**src/rtl/gprf_pkg.sv**
```systemverilog
package gprf_pkg;

    localparam int unsigned GPRF_ENTRIES = 32;
    localparam int unsigned GPRF_DATA_W  = 16;

    // True when an index selects the constant-zero register.
    function automatic logic is_zero_reg(input logic [31:0] idx);
        return (idx == 32'd0);
    endfunction

    // True when an index falls inside the populated range of the bank.
    function automatic logic idx_in_range(input logic [31:0] idx, input int unsigned entries);
        return (idx < entries);
    endfunction

endpackage

```
**src/rtl/gprf_cells.sv**
```systemverilog
module gprf_cells #(
    parameter int unsigned ENTRIES = gprf_pkg::GPRF_ENTRIES,
    parameter int unsigned DATA_W  = gprf_pkg::GPRF_DATA_W,
    localparam int unsigned IDX_W  = $clog2(ENTRIES)
) (
    input  logic                            clk,
    input  logic                            rst,
    input  logic                            wr_go,
    input  logic [IDX_W-1:0]                wr_idx,
    input  logic [DATA_W-1:0]               wr_value,
    output logic [ENTRIES-1:0][DATA_W-1:0]  cells_o
);

    // One-hot write select, one bit per entry.
    logic [ENTRIES-1:0] sel;

    always_comb begin
        sel = '0;
        if (wr_go && gprf_pkg::idx_in_range(32'(wr_idx), ENTRIES))
            sel[wr_idx] = 1'b1;
    end

    for (genvar e = 0; e < ENTRIES; e++) begin : g_entry
        logic [DATA_W-1:0] q;
        always_ff @(posedge clk) begin
            if (rst)
                q <= '0;
            else if (sel[e])
                q <= wr_value;
        end
        assign cells_o[e] = q;
    end

    // the cycle after a reset edge, every entry is zero.
    assert_clear_after_reset_R1: assert property (@(posedge clk) disable iff (rst)
        $past(rst) |-> (cells_o == '0));

    // an enabled write lands in its target entry.
    assert_write_lands_R3: assert property (@(posedge clk) disable iff (rst)
        (wr_go && !rst) |=> (cells_o[$past(wr_idx)] == $past(wr_value)));

    // without the enable, no entry moves.
    assert_idle_holds_R4: assert property (@(posedge clk) disable iff (rst)
        (!wr_go && !rst) |=> $stable(cells_o));

    // an enabled write selects exactly one entry.
    assert_single_target_R9: assert property (@(posedge clk) disable iff (rst)
        wr_go |-> $onehot0(sel));

endmodule

```
**src/rtl/gprf_rdport.sv**
```systemverilog
module gprf_rdport #(
    parameter int unsigned ENTRIES = gprf_pkg::GPRF_ENTRIES,
    parameter int unsigned DATA_W  = gprf_pkg::GPRF_DATA_W,
    localparam int unsigned IDX_W  = $clog2(ENTRIES)
) (
    input  logic [ENTRIES-1:0][DATA_W-1:0]  cells_i,
    input  logic [IDX_W-1:0]                idx,
    output logic [DATA_W-1:0]               data
);

    always_comb begin
        data = '0;
        if (!gprf_pkg::is_zero_reg(32'(idx)) &&
            gprf_pkg::idx_in_range(32'(idx), ENTRIES))
            data = cells_i[idx];
    end

endmodule

```
**src/rtl/gprf_2r1w.sv**
```systemverilog
module gprf_2r1w #(
    parameter int unsigned ENTRIES = gprf_pkg::GPRF_ENTRIES,
    parameter int unsigned DATA_W  = gprf_pkg::GPRF_DATA_W,
    localparam int unsigned IDX_W  = $clog2(ENTRIES),
    localparam int unsigned NPORTS = 2
) (
    input  logic              clk,
    input  logic              rst,
    input  logic [IDX_W-1:0]  rport0_idx,
    output logic [DATA_W-1:0] rport0_data,
    input  logic [IDX_W-1:0]  rport1_idx,
    output logic [DATA_W-1:0] rport1_data,
    input  logic              wr_go,
    input  logic [IDX_W-1:0]  wr_idx,
    input  logic [DATA_W-1:0] wr_value
);

    logic [ENTRIES-1:0][DATA_W-1:0] cells;
    logic [NPORTS-1:0][IDX_W-1:0]   rd_idx;
    logic [NPORTS-1:0][DATA_W-1:0]  rd_data;

    gprf_cells #(.ENTRIES(ENTRIES), .DATA_W(DATA_W)) u_cells (
        .clk      (clk),
        .rst      (rst),
        .wr_go    (wr_go),
        .wr_idx   (wr_idx),
        .wr_value (wr_value),
        .cells_o  (cells)
    );

    assign rd_idx[0] = rport0_idx;
    assign rd_idx[1] = rport1_idx;

    for (genvar p = 0; p < NPORTS; p++) begin : g_rd
        gprf_rdport #(.ENTRIES(ENTRIES), .DATA_W(DATA_W)) u_port (
            .cells_i (cells),
            .idx     (rd_idx[p]),
            .data    (rd_data[p])
        );
    end

    assign rport0_data = rd_data[0];
    assign rport1_data = rd_data[1];

    // index zero reads zero on both ports.
    assert_zero_reg_p0_R6: assert property (@(posedge clk) disable iff (rst)
        (rport0_idx == '0) |-> (rport0_data == '0));
    assert_zero_reg_p1_R6: assert property (@(posedge clk) disable iff (rst)
        (rport1_idx == '0) |-> (rport1_data == '0));

    // data written to a held nonzero index shows only after the edge.
    assert_visible_after_edge_R7: assert property (@(posedge clk) disable iff (rst)
        (wr_go && (wr_idx != '0) && (rport0_idx == wr_idx)) |=>
            (!$stable(rport0_idx) || (rport0_data == $past(wr_value))));

endmodule

```
**config.mk**
```make
export PLATFORM = sky130hd
export DESIGN_NAME = gprf_2r1w
export DESIGN_NICKNAME = d
export VERILOG_FILES = /design/src/rtl/gprf_pkg.sv /design/src/rtl/gprf_cells.sv /design/src/rtl/gprf_rdport.sv /design/src/rtl/gprf_2r1w.sv
export SDC_FILE = /design/constraint.sdc
export NUM_CORES = 1
export LEC_CHECK = 0
export BUFFER_PORTS_ARGS = -buffer_cell sky130_fd_sc_hd__buf_2
export CAP_MARGIN = 20
export CORE_UTILIZATION = 40
export DETAILED_ROUTE_END_ITERATION = 10
export PLACE_DENSITY = 0.58
export SKIP_LAST_GASP = 1
export SLEW_MARGIN = 20
export SYNTH_ARGS = -nofsm -noshare
export SYNTH_HDL_FRONTEND = slang
export SYNTH_SLANG_ARGS = --single-unit
```
**constraint.sdc**
```tcl
create_clock -name clk -period 2.55 [get_ports clk]
set_input_delay 0.1275 -clock clk [delete_from_list [all_inputs] [get_ports clk]]
set_output_delay 0.1275 -clock clk [all_outputs]
set_load 0.05 [all_outputs]
```
# [Word level (Yosys, flattened, before mapping)]
# Cells that the tools add are included.
[op_classes] mux=9 magnitude_cmp=4 n_reduce_logical=3
[op_table] op="$bmux W16 S5" n=2
[op_table] op="$mux W16" n=4
[op_table] op="$mux W32" n=1
[op_table] op="$lt A5 B6 Y1 const B" n=3
[op_table] op="$logic_not A5 Y1" n=2
[op_table] op="$demux W1 S5" n=1
[op_table] op="$ge A5 B1 Y1 const B" n=1
[op_table] op="$logic_and A1 B1 Y1" n=1
[op_table] op="$mux W1" n=1
[totals] out_inout_bits=32 wordCells=48 input_bits=34 regBits=512

# [Depth between registers and ports, before layout]
# Gate-level depths: netlist of the first run.
[depth] word_depth=5 mapped_depth=8

# [Cells and area by module]
# From an unflattened synthesis of the first run, not the netlist that was laid out.
[unflattened] hier_cells=2417 hier_area_um2=28409.7
[modules_own_cells] module="gprf_cells" area_each_um2=19824.0 cells_per_inst=1747 instances=1
[modules_own_cells] module="gprf_rdport" area_each_um2=4292.9 cells_per_inst=335 instances=2

# [Worst setup path before layout of the first run]
# Ideal clock, no wire load.
[synth_timing] path_kind="input-to-output" from="in rport1_idx[1]" to="out rport1_data[10]" required_ns=2.423 path_slack_ns=-0.047 arrival_ns=2.469 stages=8 cell_sequence="buf_4 > buf_12 > buf_12 > buf_12 > mux2i_1 > a221oi_1 > o21ai_1 > a311oi_1"
[synth_between] elab_chain_len=3 word_cells_on_any_way=4
[synth_rtl] element="start: declaration" line="gprf_2r1w.sv:11" source="input logic [IDX_W-1:0] rport1_idx,"
[synth_rtl] element="$bmux W16 S5" line="gprf_rdport.sv:15" source="data = cells_i[idx];"
[synth_rtl] element="$mux W16 (not written as such)" line="gprf_rdport.sv:15"
[synth_rtl] element="$mux W16 (*)" line="gprf_rdport.sv:13" source="if (!gprf_pkg::is_zero_reg(32'(idx)) &&"
[synth_rtl] element="end: declaration" line="gprf_2r1w.sv:12" source="output logic [DATA_W-1:0] rport1_data,"
# Mark *: on every way between the ends. The rest lies on a longest branch, timed or not. The select of a mux whose other input is x is not followed.

# [Worst setup path after layout of the first run]
[layout_timing] from="reg u_cells.g_entry[26].q[0]" to="out rport0_data[0]"
[layout_between] elab_chain_len=3
[layout_rtl] element="start: declaration" line="gprf_cells.sv:24" source="logic [DATA_W-1:0] q;"
[layout_rtl] element="start signal: assignment" line="gprf_cells.sv:29" source="q <= wr_value;"
[layout_rtl] element="$bmux W16 S5" line="gprf_rdport.sv:15"
[layout_rtl] element="$mux W16 (not written as such)" line="gprf_rdport.sv:15"
[layout_rtl] element="$mux W16" line="gprf_rdport.sv:13"
[layout_rtl] element="end: declaration" line="gprf_2r1w.sv:10" source="output logic [DATA_W-1:0] rport0_data,"
# Every way passes these cells. The select of a mux whose other input is x is not followed.

==> flow_metrics.tcl, run 1 <==
set metrics [dict create \
    synth_seq_area_share_pct 39.1 \
    cellPowerDensity_nw_per_um2 611 \
    grt_util_all_layers_pct 30.3 \
    clk_pin_slew_ps 60 \
    maxSlewHeadroom_pct 34.2 \
    grt_overflow_total 0 \
    min_to "u_cells.g_entry[24].q[4]" \
    core_um2 64600 \
    ctsHoldBuffers 0 \
    synth_top_cell_by_area "dfxtp_1" \
    setup_ws_ps -8.56 \
    htreeDepth 2 \
    ant_nets 0 \
    die_y_um 258 \
    antenna_cells 0 \
    pre_cts_slack_ps 60.5 \
    fmax_ghz 0.391 \
    ir_worst_vdd_uv 499 \
    finalSetupViolations 4 \
    drive_gt1_share_pct 22.8 \
    maxCapViolCount 0 \
    crit_fanout 3 \
    hold_violations 0 \
    ys_warn_count 0 \
    cts_tree "yes" \
    viasPerCell 6.12 \
    fin_hold_ws_ps 23.4 \
    ys_ff_latch 512 \
    syn_area_um2 26200 \
    largest-register "u_cells.g_entry.q" \
    violations "setup timing" \
    tightest_slew_ps 988 \
    dp_cells 3837 \
    fin_util_pct 47.9 \
    firstDrtPassIters 5 \
    end_kind "primary output" \
    grt_max_degree 99 \
    reg2reg_setup_slack_ps 1850 \
    cts.sinks 512 \
    largest_register_ffs 512 \
    grt_pass1_wl_mm 152 \
    hp-class "in -> reg" \
    critical_path_arrival_ps 2430 \
    place_congestion 0.910 \
    r2r_cells 2 \
    clkLatencyLatePin_ps 610 \
    clockRootBuffer "clkbuf_16" \
    die_w_um 258 \
    dpl_cell_area_um2 28600 \
    synth_top_area_share_pct 39.1 \
    rr_endpoint "u_cells.g_entry[23].q[12]" \
    startpoint "u_cells.g_entry[26].q[0]" \
    post-route-drc-count 0 \
    wl_per_cell_um 25.8 \
    port_buffers 65 \
    num-fill-cells 5965 \
    fin_area_um2 31000 \
    total_power_mw 18.9 \
    antenna_found_initial 1 \
    dr_total_vias 24112 \
    grt_pass1_vias 23405 \
    netlist_instances 2994 \
    setup_tns_ps -22.6 \
    critPathKind "reg -> out" \
    finalMaxSlewViolations 0 \
    layout-area-overhead-vs-synth_pct 18.0 \
    grt_setup_unrepaired "true" \
    multi_input_area_um2 15000 \
    avgSynthCellArea_um2 8.76 \
    clock_path_buffers 3 \
    netlist-cell-type-count 41 \
    r2r-start "u_cells.g_entry[23].q[12]" \
    finalCritPeriodShare_pct 100 \
    fin_cells 3938 \
    skew_ps 0 \
    largestRegisters "u_cells.g_entry.q (512)" \
    cts_buffers 56 \
    syn-num-nets 3028 \
    start_util_pct 40.6 \
    outcome "finished with violations" \
    initialDrtViolationCount 3055 \
    critPathRequiredTime_ps 2420 \
    seqCellArea_um2 10300 \
    synth.area.top_cells "dfxtp_1 (39%), mux4_2 (18%), nand2_1 (15%), a21oi_1 (9.8%), clkbuf_1 (2.5%)" \
    hold_start "rst" \
    die_area_um2 66600 \
    routed_wirelength_mm 102 \
    static-leakage-power_nw 10.2 \
    pin_count 66 \
    rows 93 \
    start_kind "flop" \
    fin_nets 3073 \
    place_hpwl_mm 66.0 \
    min_period_ps 2560 \
    min_path_cells 2 \
]
## synth_stat cells, drive strengths merged
master	instances
mux4	209
o221ai	16
inv	1
a311oi	16
and3b	6
o21ai	32
nor3b	5
or3	1
nor3	17
a211oi	32
nand3	2
nand2	1071
a221oi	31
buf	103
a22o	16
and2	2
nand3b	7
nor4b	1
mux2i	64
clkbuf	178
nor2b	20
a22oi	32
or3b	5
or4	1
or2	1
and3	18
a21oi	513
mux2	46
nor2	35
nand2b	1
dfxtp	512
## worst max-delay path, cell delays in order (launching register included)
cell and delay [ps]:
dfxtp_1 320, mux4_2 540, a22o_1 250, a211oi_1 370
nor3_2 150, buf_12 180
## worst max path at each step
stage	end	slack [ps]	cells after the start
detailed placement	rport1_data[13]	60	8
CTS	rport1_data[14]	-60	5
floorplan	rport0_data[14]	130	7
finish	rport0_data[0]	-9	5
global placement	rport1_data[13]	60	8
global route	rport1_data[14]	-40	5
## per-layer routing
layer  track usage (%)  vias to the layer above  share of wire [%]
li1                  -                    10612                  -
met1              38.1                    11798                 38
met2              47.8                     1404                 46
met3              5.98                      296                9.5
met4              18.7                        2                6.3
met5                 0                        -             0.0088
## cell type report
type	instances	area share [%]
clock buffer	77	5.27
clock inverter	25	1.17
inverter	1	0.0121
multi-input combinational	2200	48.4
sequential	512	33.1
tap	855	3.45
timing repair buffer	268	8.61
## cell families (layout without fill, tap and decap cells)
logic type	after synthesis	in the layout	synth area share [%]
buffers and inverters	282	371	5.09
AO/OA/AOI/OAI	688	688	15.2
multiplexers	319	319	22.4
flip-flops	512	512	39.1
AND/OR/NAND/NOR	1193	1193	18.3
## cell usage in the layout (no fill, tap or decap), types with 3 or more instances in the layout
master      count
and3b_1         6
a311oi_4        3
nor3b_1         3
or3b_1          5
o221ai_1       16
mux4_2        209
nand3b_1        6
mux2_2         40
mux2i_1        64
a22oi_1        27
nor2_1         19
nand2_1      1071
mux2_1          6
and3_1         15
nor2b_1        19
a22oi_2         5
and3_4          3
buf_4         177
bufinv_16       9
clkinvlp_4      3
buf_2          29
a221oi_1       30
nor3_2          9
clkbuf_8       13
a21oi_1       513
o21ai_2         5
a211oi_2       20
a211oi_1        8
a311oi_2       13
a22o_1         14
clkinv_2       12
clkbuf_1        7
nor2_2         15
nor3_1          8
clkbuf_16      57
o21ai_1        26
buf_12         57
dfxtp_1       510
a211oi_4        4
## power breakdown
part / internal (mW) / switching [mW]
Clock: 5.36 / 3.48
Sequential: 8.06 / 0.0453
Combinational: 0.704 / 1.28
## timing repair
action,CTS,global route
endpoints found under the setup margin,25,23
pin swaps,0,7
hold endpoints to repair,0,0
gates cloned,0,0
buffers inserted,0,0
resized for setup,31,36
No activity file was read; power rests on OpenSTA's default activity.
==> inputs of run 2 (changes only) <==
--- a/config.mk
+++ b/config.mk
@@ -7,9 +7,11 @@
 export LEC_CHECK = 0
 export BUFFER_PORTS_ARGS = -buffer_cell sky130_fd_sc_hd__buf_2
 export CAP_MARGIN = 20
+export CORE_MARGIN = 2
 export CORE_UTILIZATION = 40
 export DETAILED_ROUTE_END_ITERATION = 10
-export PLACE_DENSITY = 0.58
+export PLACE_DENSITY = 0.55
+export SETUP_SLACK_MARGIN = 0.05
 export SKIP_LAST_GASP = 1
 export SLEW_MARGIN = 20
 export SYNTH_ARGS = -nofsm -noshare
==> flow_metrics.tcl, run 2 (synthesis results as in run 1) <==
set metrics [dict create \
    min_period_ps 2570 \
    grt_overflow_total 0 \
    largest_register_ffs 512 \
    clockRootBuffer "clkbuf_16" \
    start_kind "flop" \
    r2r_cells 2 \
    violations "setup timing" \
    ir_worst_vdd_uv 494 \
    final_common_cell "nand2_1" \
    tightest_slew_ps 1090 \
    initialDrtViolationCount 2922 \
    cellPowerDensity_nw_per_um2 592 \
    maxSlewHeadroom_pct 26.7 \
    hp-class "in -> reg" \
    clkLatencyLatePin_ps 620 \
    static-leakage-power_nw 10.1 \
    fin_cells 3917 \
    grt_pass1_vias 22913 \
    ant_nets 0 \
    final_cell_mix "nand2_1 (1071), a21oi_1 (513), dfxtp_1 (506)" \
    min_path_cells 3 \
    pin_count 66 \
    grt_setup_unrepaired "true" \
    critical_path_arrival_ps 2450 \
    die_area_um2 67600 \
    min_to "u_cells.g_entry[8].q[8]" \
    dr_total_vias 23862 \
    antenna_found_initial 1 \
    cts_buffers 56 \
    place_hpwl_mm 65.6 \
    rows 93 \
    clk_pin_slew_ps 60 \
    wl_per_cell_um 26.2 \
    viasPerCell 6.09 \
    cts.sinks 512 \
    finalMaxSlewViolations 0 \
    skew_ps 0 \
    crit_fanout 3 \
    start_util_pct 40.5 \
    htreeDepth 2 \
    layout-area-overhead-vs-synth_pct 16.8 \
    largest-register "u_cells.g_entry.q" \
    hold_start "wr_value[8]" \
    grt_pass1_wl_mm 149 \
    r2r-start "u_cells.g_entry[3].q[4]" \
    outcome "finished with violations" \
    setup_ws_ps -24.1 \
    grt_util_all_layers_pct 29.8 \
    total_power_mw 18.1 \
    critPathRequiredTime_ps 2420 \
    cts_tree "yes" \
    setup_tns_ps -79.5 \
    finalCritPeriodShare_pct 101 \
    maxCapViolCount 0 \
    grt_max_degree 116 \
    end_kind "primary output" \
    dp_cells 3820 \
    fin_util_pct 47.3 \
    port_buffers 65 \
    fin_nets 3058 \
    clock_path_buffers 3 \
    cts_setup_buffers 0 \
    routed_wirelength_mm 103 \
    post-route-drc-count 0 \
    hold_violations 0 \
    die_y_um 260 \
    die_w_um 260 \
    largestRegisters "u_cells.g_entry.q (512)" \
    fmax_ghz 0.388 \
    drive_gt1_share_pct 22.4 \
    firstDrtPassIters 6 \
    finalSetupViolations 5 \
    place_congestion 0.915 \
    rr_endpoint "u_cells.g_entry[3].q[4]" \
    reg2reg_setup_slack_ps 1820 \
    critPathKind "reg -> out" \
    core_um2 64700 \
]
-- run 2: cell count changes in the layout (fill, tap and decap cells not counted), sizes merged --
cell,before,now
dlygate4sd3,0,1
bufinv,9,1
diode,0,2
buf,266,248
clkbuf,79,88
clkinvlp,3,1
bufbuf,0,2
clkinv,13,6
-- run 2: worst max-delay path, cell delays in order, from the launching register on --
cell     delay (ps)
dfxtp_1         320
mux4_2          460
a22oi_1         430
and3_1          250
nor3_1           90
buf_4           280
-- run 2: worst max path at each step --
stage                              start         endpoint  slack [ps]
6_report       u_cells.g_entry[11].q[11]  rport0_data[11]         -20
5_1_grt         u_cells.g_entry[27].q[2]   rport0_data[2]         -70
4_1_cts         u_cells.g_entry[27].q[2]   rport0_data[2]         -50
3_5_place_dp               rport0_idx[1]   rport0_data[9]          50
3_3_place_gp               rport0_idx[1]   rport0_data[9]          60
2_1_floorplan              rport0_idx[2]  rport0_data[14]         130
-- run 2: metrics by stage --
| step | area [µm²] | hold WS (ps) | setup slack [ps] |
|---|---|---|---|
| after floorplan | 26200 | 263 | 126 |
| after global placement | 28400 | 449 | 58.2 |
| after detailed placement | 28400 | 457 | 48.0 |
| after CTS | 30500 | 95.3 | -45.2 |
| after global routing | 30600 | 97.6 | -72.9 |
| final | 30600 | 118 | -24.1 |
-- run 2: power by group --
| part | switching (mW) | total [mW] | internal, mW |
|---|---|---|---|
| sequential | 0.0449 | 8.10 | 8.06 |
| combinational | 1.27 | 1.95 | 0.678 |
| clock | 3.41 | 8.07 | 4.66 |
-- run 2: layout make-up --
class,count,area (µm²)
fillers,6211,34100
multi-input cells,2200,15000
flip-flops and latches,512,10300
repair buffers,253,2500
clock buffers,86,1720
well taps,855,1070
clock inverters,8,67.6
diodes,2,5.00
inverters,1,3.75
-- run 2: timing repair --
action,in CTS,in global routing
hold buffers,1,0
endpoints found under the setup margin,25,23
hold endpoints to repair,61,0
pin swaps,11,12
resized for setup,56,28
-- run 2: layer usage --
metal	wire, µm	vias to the layer above	GRT usage (%)
li1	-	10557	-
met1	39500	11692	38.7
met2	46500	1333	46.4
met3	10300	280	5.84
met4	6260	0	17.5
met5	0	-	0
==> inputs of run 3 (changes only) <==
--- a/config.mk
+++ b/config.mk
@@ -10,7 +10,7 @@
 export CORE_MARGIN = 2
 export CORE_UTILIZATION = 40
 export DETAILED_ROUTE_END_ITERATION = 10
-export PLACE_DENSITY = 0.55
+export MAX_ROUTING_LAYER = met4
 export SETUP_SLACK_MARGIN = 0.05
 export SKIP_LAST_GASP = 1
 export SLEW_MARGIN = 20
==> flow_metrics.tcl, run 3 (synthesis results as in run 1) <==
set metrics [dict create \
    outcome "finished with violations" \
    violations "DRC, setup timing" \
    routed_wirelength_mm 101 \
    cts.sinks 512 \
    skew_ps 0 \
    static-leakage-power_nw 10.1 \
    clockRootBuffer "clkbuf_16" \
    num-fill-cells 6151 \
    r2r-start "u_cells.g_entry[10].q[3]" \
    die_w_um 260 \
    ant_nets 0 \
    place_congestion 1.01 \
    die_y_um 260 \
    critical_path_arrival_ps 2490 \
    rr_endpoint "u_cells.g_entry[10].q[3]" \
    grt_pass1_vias 23029 \
    largest_register_ffs 512 \
    clock_path_buffers 3 \
    start_kind "flop" \
    start_util_pct 40.5 \
    initialDrtViolationCount 2970 \
    total_power_mw 18.4 \
    clk_pin_slew_ps 60 \
    tightest_slew_ps 1020 \
    firstDrtPassIters 9 \
    antenna_found_initial 3 \
    setup_ws_ps -69.9 \
    hold_start "wr_value[15]" \
    htreeDepth 2 \
    cellPowerDensity_nw_per_um2 596 \
    hold_violations 0 \
    core_um2 64700 \
    cts_tree "yes" \
    seqCellArea_um2 10300 \
    hp-class "in -> reg" \
    dr_total_vias 24276 \
    finalMaxSlewViolations 0 \
    port_buffers 65 \
    post-route-drc-count 2 \
    min_period_ps 2620 \
    end_kind "primary output" \
    grt_setup_unrepaired "true" \
    fin_hold_ws_ps 132 \
    grt_util_all_layers_pct 30.3 \
    maxSlewHeadroom_pct 31.9 \
    grt_overflow_total 0 \
    viasPerCell 6.19 \
    reg2reg_setup_slack_ps 1760 \
    crit_fanout 3 \
    largestRegisters "u_cells.g_entry.q (512)" \
    grt_pass1_wl_mm 149 \
    maxCapViolCount 0 \
    drive_gt1_share_pct 23.2 \
    wl_per_cell_um 25.9 \
    min_path_cells 3 \
    die_area_um2 67600 \
    fin_nets 3062 \
    rows 93 \
    final_common_cell "nand2_1" \
    multi_input_area_um2 15200 \
    critPathKind "reg -> out" \
    r2r_cells 2 \
    fmax_ghz 0.382 \
    place_hpwl_mm 65.6 \
    cts_buffers 55 \
    grt_max_degree 98 \
    final_cell_mix "nand2_1 (1071), a21oi_1 (513), dfxtp_1 (492)" \
    layout-area-overhead-vs-synth_pct 17.5 \
    pin_count 66 \
    ir_worst_vdd_uv 461 \
    finalSetupViolations 2 \
    critPathRequiredTime_ps 2420 \
    largest-register "u_cells.g_entry.q" \
    min_to "u_cells.g_entry[0].q[15]" \
    finalCritPeriodShare_pct 103 \
    clkLatencyLatePin_ps 610 \
]
run 3: per-layer routing:
metal | vias up | wire, µm | part of all wire (%) | global-route usage [%]
met5 | - | 0 | 0 | -
met4 | 0 | 5460 | 5.4 | 14.4
met3 | 287 | 12300 | 12 | 6.71
met2 | 1585 | 45300 | 45 | 45.4
met1 | 11820 | 38400 | 38 | 38.8
li1 | 10584 | - | - | -
run 3: worst max-delay path: stages (launching register included):
cell,delay (ps)
dfxtp_1,320
mux4_2,510
nor2b_2,190
a211oi_4,290
buf_4,180
a311oi_2,40
buf_4,190
buf_12,150
run 3: layout make-up:
cell class | count | share of cell area [%]
inverters | 1 | 0.0122
well taps | 855 | 3.47
multi-input cells | 2200 | 49.2
clock buffers | 83 | 5.30
diodes | 4 | 0.0325
flip-flops and latches | 512 | 33.3
repair buffers | 258 | 8.11
clock inverters | 11 | 0.585
run 3: how the worst max path moves through the flow:
stage          cells after the start  slack [ps]               to               startpoint
2_1_floorplan                      7         130  rport0_data[14]            rport0_idx[2]
3_3_place_gp                      10        -180   rport1_data[1]            rport1_idx[1]
3_5_place_dp                      10        -160   rport1_data[1]            rport1_idx[1]
4_1_cts                            5         -40   rport0_data[3]  u_cells.g_entry[9].q[3]
5_1_grt                            7         -70   rport1_data[1]  u_cells.g_entry[3].q[1]
6_report                           7         -70   rport1_data[1]  u_cells.g_entry[3].q[1]
run 3: metrics by stage:
step	setup WS [ps]	utilization (%)	area, µm²	setup TNS (ps)	cells
floorplan	126	-	26200	0	2994
global placement	-181	43.9	28400	-425	3822
detailed placement	-165	43.9	28400	-435	3822
CTS	-37.7	47.4	30700	-70.6	3918
global route	-72.1	47.6	30800	-139	3923
finish	-69.9	47.6	30800	-97.6	3924
run 3: power by group:
| group | leakage (nW) | switching (mW) | internal [mW] | total (mW) |
|---|---|---|---|---|
| Sequential | 4.14 | 0.0469 | 8.06 | 8.11 |
| Clock | 0.893 | 3.39 | 4.87 | 8.26 |
| Combinational | 5.10 | 1.31 | 0.683 | 1.99 |
| Total | 10.1 | 4.74 | 13.6 | 18.4 |
run 3: repair_timing:
action / CTS / global route
pin swaps: 14 / 17
setup endpoints to repair: 31 / 20
endpoints found under the hold margin: 47 / 0
hold buffers: 1 / 0
buffers inserted: 2 / 1
resized for setup: 92 / 30
